$ cat src/rtl/win_wdg_pkg.sv
package win_wdg_pkg;

    // Byte offsets of the register words
    localparam int OFF_UNLOCK = 'h00;
    localparam int OFF_CTRL   = 'h04;
    localparam int OFF_CLOSED = 'h0C;
    localparam int OFF_OPEN   = 'h10;

    // Bit positions inside the unlock and control words
    localparam int BIT_UNLOCK = 0;
    localparam int BIT_EN     = 0;
    localparam int BIT_KICK   = 8;
    localparam int BIT_FAULT  = 16;
    localparam int BIT_EARLY  = 17;

    typedef enum logic [1:0] {
        PH_IDLE   = 2'd0,
        PH_CLOSED = 2'd1,
        PH_OPEN   = 2'd2,
        PH_FIRED  = 2'd3
    } phase_e;

endpackage

$ cat src/rtl/wdg_regfile.sv
module wdg_regfile
    import win_wdg_pkg::*;
#(
    parameter int DATA_W = 32,
    parameter int ADDR_W = 5
) (
    input  logic              clk,
    input  logic              rst_n,
    input  logic              wr_en,
    input  logic              rd_en,
    input  logic [ADDR_W-1:0] addr,
    input  logic [DATA_W-1:0] wdata,
    output logic [DATA_W-1:0] rdata,
    input  logic              fired,
    input  logic              fire_early,
    input  logic              fire_late,
    output logic              start,
    output logic              stop,
    output logic              kick,
    output logic              unlock,
    output logic              en,
    output logic [DATA_W-1:0] closed_len,
    output logic [DATA_W-1:0] open_len
);

    localparam logic [ADDR_W-1:0] A_UNLOCK = ADDR_W'(OFF_UNLOCK);
    localparam logic [ADDR_W-1:0] A_CTRL   = ADDR_W'(OFF_CTRL);
    localparam logic [ADDR_W-1:0] A_CLOSED = ADDR_W'(OFF_CLOSED);
    localparam logic [ADDR_W-1:0] A_OPEN   = ADDR_W'(OFF_OPEN);

    typedef struct packed {
        logic              unlock;
        logic              en;
        logic              fault;
        logic              early;
        logic [DATA_W-1:0] closed_len;
        logic [DATA_W-1:0] open_len;
    } regs_t;

    regs_t q, d;
    logic  ctrl_wr;

    always_comb begin
        d       = q;
        start   = 1'b0;
        stop    = 1'b0;
        kick    = 1'b0;
        ctrl_wr = wr_en && (addr == A_CTRL);

        if (wr_en && addr == A_UNLOCK) d.unlock = wdata[BIT_UNLOCK];
        if (wr_en && addr == A_CLOSED) d.closed_len = wdata;
        if (wr_en && addr == A_OPEN)   d.open_len = wdata;

        if (ctrl_wr) begin
            d.unlock = 1'b0;
            if (q.unlock) begin
                if (wdata[BIT_FAULT]) begin
                    d.fault = 1'b0;
                    d.early = 1'b0;
                end
                if (!fired) begin
                    d.en  = wdata[BIT_EN];
                    start = wdata[BIT_EN] && !q.en;
                    stop  = !wdata[BIT_EN] && q.en;
                    kick  = wdata[BIT_EN] && q.en && wdata[BIT_KICK];
                end
            end
        end

        // A new fault wins over a clear in the same cycle
        if (fire_early || fire_late) begin
            d.fault = 1'b1;
            d.early = fire_early;
        end
    end

    always_ff @(posedge clk or negedge rst_n) begin
        if (!rst_n) q <= '0;
        else        q <= d;
    end

    always_comb begin
        rdata = '0;
        if (rd_en) begin
            case (addr)
                A_UNLOCK: rdata[BIT_UNLOCK] = q.unlock;
                A_CTRL: begin
                    rdata[BIT_EN]    = q.en;
                    rdata[BIT_FAULT] = q.fault;
                    rdata[BIT_EARLY] = q.early;
                end
                A_CLOSED: rdata = q.closed_len;
                A_OPEN:   rdata = q.open_len;
                default:  rdata = '0;
            endcase
        end
    end

    assign unlock     = q.unlock;
    assign en         = q.en;
    assign closed_len = q.closed_len;
    assign open_len   = q.open_len;

endmodule

$ cat src/rtl/wdg_window_fsm.sv
module wdg_window_fsm
    import win_wdg_pkg::*;
#(
    parameter int DATA_W = 32
) (
    input  logic              clk,
    input  logic              rst_n,
    input  logic              start,
    input  logic              stop,
    input  logic              kick,
    input  logic [DATA_W-1:0] closed_len,
    input  logic [DATA_W-1:0] open_len,
    output phase_e            phase,
    output logic              fire_early,
    output logic              fire_late,
    output logic              wdg_rst
);

    localparam logic [DATA_W-1:0] ONE = DATA_W'(1);

    typedef struct packed {
        phase_e            phase;
        logic [DATA_W-1:0] cnt;
        logic [DATA_W-1:0] open_sh;   // open length captured at start or restart
    } fsm_t;

    fsm_t q, d;

    always_comb begin
        d          = q;
        fire_early = 1'b0;
        fire_late  = 1'b0;
        case (q.phase)
            PH_IDLE: begin
                if (start) begin
                    d.phase   = PH_CLOSED;
                    d.cnt     = closed_len;
                    d.open_sh = open_len;
                end
            end
            PH_CLOSED: begin
                if (stop) begin
                    d.phase = PH_IDLE;
                end else if (kick) begin
                    d.phase    = PH_FIRED;
                    fire_early = 1'b1;
                end else if (q.cnt <= ONE) begin
                    d.phase = PH_OPEN;
                    d.cnt   = q.open_sh;
                end else begin
                    d.cnt = q.cnt - ONE;
                end
            end
            PH_OPEN: begin
                if (stop) begin
                    d.phase = PH_IDLE;
                end else if (kick) begin
                    d.phase   = PH_CLOSED;
                    d.cnt     = closed_len;
                    d.open_sh = open_len;
                end else if (q.cnt <= ONE) begin
                    d.phase   = PH_FIRED;
                    fire_late = 1'b1;
                end else begin
                    d.cnt = q.cnt - ONE;
                end
            end
            default: d.phase = PH_FIRED;
        endcase
    end

    always_ff @(posedge clk or negedge rst_n) begin
        if (!rst_n) q <= '{phase: PH_IDLE, cnt: '0, open_sh: '0};
        else        q <= d;
    end

    assign phase   = q.phase;
    assign wdg_rst = (q.phase == PH_FIRED);

endmodule

$ cat src/rtl/win_watchdog.sv
module win_watchdog
    import win_wdg_pkg::*;
#(
    parameter int DATA_W = 32,
    parameter int ADDR_W = 5
) (
    input  logic              clk,
    input  logic              rst_n,
    input  logic              wr_en,
    input  logic              rd_en,
    input  logic [ADDR_W-1:0] addr,
    input  logic [DATA_W-1:0] wdata,
    output logic [DATA_W-1:0] rdata,
    output logic              wdg_rst
);

    logic              start_w, stop_w, kick_w;
    logic              unlock_w, en_w;
    logic              fire_early_w, fire_late_w;
    logic [DATA_W-1:0] closed_len_w, open_len_w;
    phase_e            phase_w;

    wdg_regfile #(.DATA_W(DATA_W), .ADDR_W(ADDR_W)) i_regs (
        .clk        (clk),
        .rst_n      (rst_n),
        .wr_en      (wr_en),
        .rd_en      (rd_en),
        .addr       (addr),
        .wdata      (wdata),
        .rdata      (rdata),
        .fired      (wdg_rst),
        .fire_early (fire_early_w),
        .fire_late  (fire_late_w),
        .start      (start_w),
        .stop       (stop_w),
        .kick       (kick_w),
        .unlock     (unlock_w),
        .en         (en_w),
        .closed_len (closed_len_w),
        .open_len   (open_len_w)
    );

    wdg_window_fsm #(.DATA_W(DATA_W)) i_fsm (
        .clk        (clk),
        .rst_n      (rst_n),
        .start      (start_w),
        .stop       (stop_w),
        .kick       (kick_w),
        .closed_len (closed_len_w),
        .open_len   (open_len_w),
        .phase      (phase_w),
        .fire_early (fire_early_w),
        .fire_late  (fire_late_w),
        .wdg_rst    (wdg_rst)
    );

endmodule

$ cat config.mk
export PLATFORM = sky130hd
export DESIGN_NAME = win_watchdog
export DESIGN_NICKNAME = d
export VERILOG_FILES = /design/src/rtl/win_wdg_pkg.sv /design/src/rtl/wdg_regfile.sv /design/src/rtl/wdg_window_fsm.sv /design/src/rtl/win_watchdog.sv
export SDC_FILE = /design/constraint.sdc
export NUM_CORES = 1
export LEC_CHECK = 0
export ABC_AREA = 1
export BUFFER_PORTS_ARGS = -buffer_cell sky130_fd_sc_hd__buf_2
export CORE_MARGIN = 2
export CORE_UTILIZATION = 50
export DETAILED_ROUTE_END_ITERATION = 10
export PLACE_DENSITY = 0.66
export SYNTH_ARGS = -nofsm -noshare
export SYNTH_HDL_FRONTEND = slang
export SYNTH_SLANG_ARGS = --single-unit
$ cat constraint.sdc
create_clock -name clk -period 2.5 [get_ports clk]
set_clock_uncertainty 0.2 [all_clocks]
set_input_delay 0.125 -clock clk [delete_from_list [all_inputs] [get_ports clk]]
set_output_delay 0.125 -clock clk [all_outputs]
set_load 0.005 [all_outputs]
==> impl_metrics.tcl <==
set metrics [dict create \
    status "finished, final reports clean" \
    synth_top_family_by_area "simple AND/OR/NAND/NOR gates" \
    antenna_found_initial 0 \
    p_per_area_nw_per_um2 1170 \
    tightest_slew_ns 0.608 \
    synth.most_common_cell "nand2_1" \
    totalNegativeSetupSlack_ns 0 \
    vias 7504 \
    yosys.area_share.simple_pct 30.9 \
    overflow 0 \
    grt_pass1_wl_um 36200 \
    insertion_delay_ns 0.43 \
    ys_top_cells_by_area "dfrtp_1 42%, nand2_1 17%, o21ai_0 5.7%" \
    wire_per_inst_um 15.9 \
    synth-xor-area-share_pct 2.54 \
    synth_nets 1129 \
    synthCells 1082 \
    core-area_um2 15700 \
    yosysTopAreaCell "dfrtp_1" \
    grt_pass1_vias 6809 \
    drc 0 \
    num_rows 46 \
    dpl_cell_area_um2 8670 \
    drtIter0Drc 518 \
    area_growth_pct 23.6 \
    synth-adder-area-share_pct 0.947 \
    r2r_start "i_fsm.phase[0]" \
    clock_path_buffers 2 \
    end_kind "register" \
    path_delay_family "simple AND/OR/NAND/NOR gates" \
    die-area_um2 16900 \
    die_h_um 130 \
    ant_nets 0 \
    synth_top_area_share_pct 42.3 \
    fillers 1392 \
    path_clk_slew_ns 0.07 \
    synth_edf_count 0 \
    vias_per_cell 5.23 \
    path_buf_inv 2 \
    insertedDiodeCount 0 \
    ys_async_sr_fraction_pct 100 \
    gr-usage-all-layers_pct 27.9 \
    syn_area_um2 7930 \
    cp-start-kind "register" \
    leakagePower_nw 4.98 \
    max_stage_delay_ns 0.41 \
    cp_max_fo 11 \
    slew_headroom_pct 59.5 \
    yosysUniqueCellTypes 40 \
    critPathRequiredTime_ns 2.61 \
    cp-startpoint "i_fsm.phase[0]" \
    final_max_slew_viol_count 0 \
    grt_max_degree 65 \
    post-route-period-util_pct 96.5 \
    critPathKind "register to register" \
    die_width_um 130 \
    path_cells "ha_1, inv_1, nand3_1, nor2_1, nand3_2, nand3_4, buf_4, mux2_2" \
    hold_path.class "input pin to asynchronous set/reset pin" \
    crit_arrival_ns 2.52 \
    start_util_pct 50.5 \
    drive_gt1_share_pct 18.0 \
    numPortBuffers 73 \
    synth_ff_type "dfrtp_1" \
    synth.avg_cell_area_um2 7.33 \
    synth_compound_area_share_pct 9.96 \
    gp_congestion 0.879 \
    yosysSeqAreaShare_pct 42.3 \
    cts_tree "yes" \
    cts_buffers 17 \
    cts_root_buf "clkbuf_16" \
    max_cap_violations 0 \
    setup_violations 0 \
    synthMuxAreaShare_pct 4.78 \
    peakVddDrop_uv 614 \
    ctsHtreeMaxLevel 4 \
    cts.sinks 134 \
    yosysWarnings 0 \
    period_needed_ns 2.41 \
    cp_slowest_cell "dfrtp_1" \
    ys_seq_elements 134 \
    final_nets 1254 \
    synth_common_cells "361 x nand2_1, 134 x dfrtp_1, 110 x nor2_1" \
    dp.final_hpwl_um 15700 \
    dr.pass1.iters 6 \
    routed_wl_um 22900 \
    timing.fmax_ghz 0.414 \
    final_area_um2 9800 \
    io_pins 74 \
    hold_violations 0 \
]
-- worst reg2reg max path: cells and delay by family (launching register included) --
| kind | cells | cell delay, ns |
|---|---|---|
| DFF | 1 | 0.41 |
| buffers and inverters | 2 | 0.33 |
| muxes | 1 | 0.36 |
| and+or+nand+nor | 4 | 0.71 |
| adders and majority gates | 1 | 0.29 |
-- registers in the layout, summed over array words and instances, names as in the netlist --
| name | flops |
|---|---|
| i_fsm.q | 64 |
| i_regs.closed_len | 32 |
| i_regs.open_len | 32 |
| i_fsm.phase | 2 |
| i_regs.q | 2 |
| i_regs.en | 1 |
| i_regs.unlock | 1 |
-- cells in the final DEF (no fill, tap or decap), types with 3 or more instances in the layout --
cell type and count:
nand3_2 6, o22ai_1 3, or2_2 3, nand3b_1 3
nor3_1 5, nand2_1 359, clkbuf_16 17, dfrtp_1 134
nor2_4 7, nor2_2 8, nand2_2 7, ha_1 5
nand3_1 48, a21oi_1 47, inv_8 3, xor2_1 18
o21ai_1 5, inv_2 6, clkinv_4 4, mux2_2 7
o21ai_0 89, dlygate4sd3_1 39, buf_2 72, inv_1 109
nor2_1 104, inv_6 4, xnor2_1 5, buf_12 8
nand4_1 20, buf_4 31, mux2_4 20
-- power by group --
group	total, mW	internal (mW)	switching, mW
sequential	3.47	2.85	0.621
clock	2.51	1.41	1.10
combinational	5.53	2.17	3.36
total	11.5	6.43	5.08
-- routing by layer --
layer  vias up  track usage (%)  share of wire, %
met5         -                0                 0
met2       273             39.5                43
met3        30             4.22               6.4
met4         0             7.40               2.0
met1      3506             44.3                49
li1       3695                -                 -
-- through the flow --
stage | hold slack [ns] | total power, mW | setup WS, ns | cells | util, %
finish | 0.0426 | 11.5 | 0.0873 | 1436 | 62.4
global route | 0.0870 | 12.4 | -0.0127 | 1436 | 62.4
CTS | 0.0170 | 11.2 | 0.0285 | 1431 | 61.6
detailed placement | -0.167 | 8.63 | 0.105 | 1359 | 55.2
global placement | -0.166 | 8.57 | 0.117 | 1359 | 55.2
floorplan | -0.371 | 7.21 | 0.358 | 1082 | -
-- kinds of logic (layout without fill, tap and decap cells) --
| family | after synthesis | in the layout |
|---|---|---|
| AOI/OAI and AO/OA | 152 | 152 |
| xor gates and xnor gates | 23 | 23 |
| adders and majority gates | 6 | 6 |
| buffers and inverters | 163 | 299 |
| DFF | 134 | 134 |
| muxes | 27 | 27 |
| and+or+nand+nor | 577 | 579 |
-- timing repair --
action,4_1_cts,5_1_grt
endpoints found under the setup margin,0,33
hold buffers,40,0
resized for setup,0,16
buffers inserted,0,3
hold endpoints to repair,202,0
-- path summary, 6_finish.rpt --
check	end	slack, ns	depth (start not counted)
setup / recovery	i_fsm.q[7]	0.09	8
hold / removal	i_fsm.phase[0]	0.04	3
setup reg to reg	i_fsm.q[7]	0.09	8
hold reg to reg	i_regs.closed_len[16]	0.29	2
max in group asynchronous	i_regs.open_len[30]	1.69	3
min in group clk	i_regs.unlock	0.05	7
-- final cells by class --
cell class | instances | area, um2 | area share [%]
Tap cell | 216 | 270 | 2.76
Inverter | 116 | 435 | 4.44
Clock buffer | 17 | 425 | 4.34
Clock inverter | 15 | 165 | 1.69
Timing Repair Buffer | 151 | 1150 | 11.8
Sequential cell | 134 | 3350 | 34.2
Multi-Input combinational cell | 787 | 4000 | 40.8
Note: power is estimated with default switching activity, not from simulation.
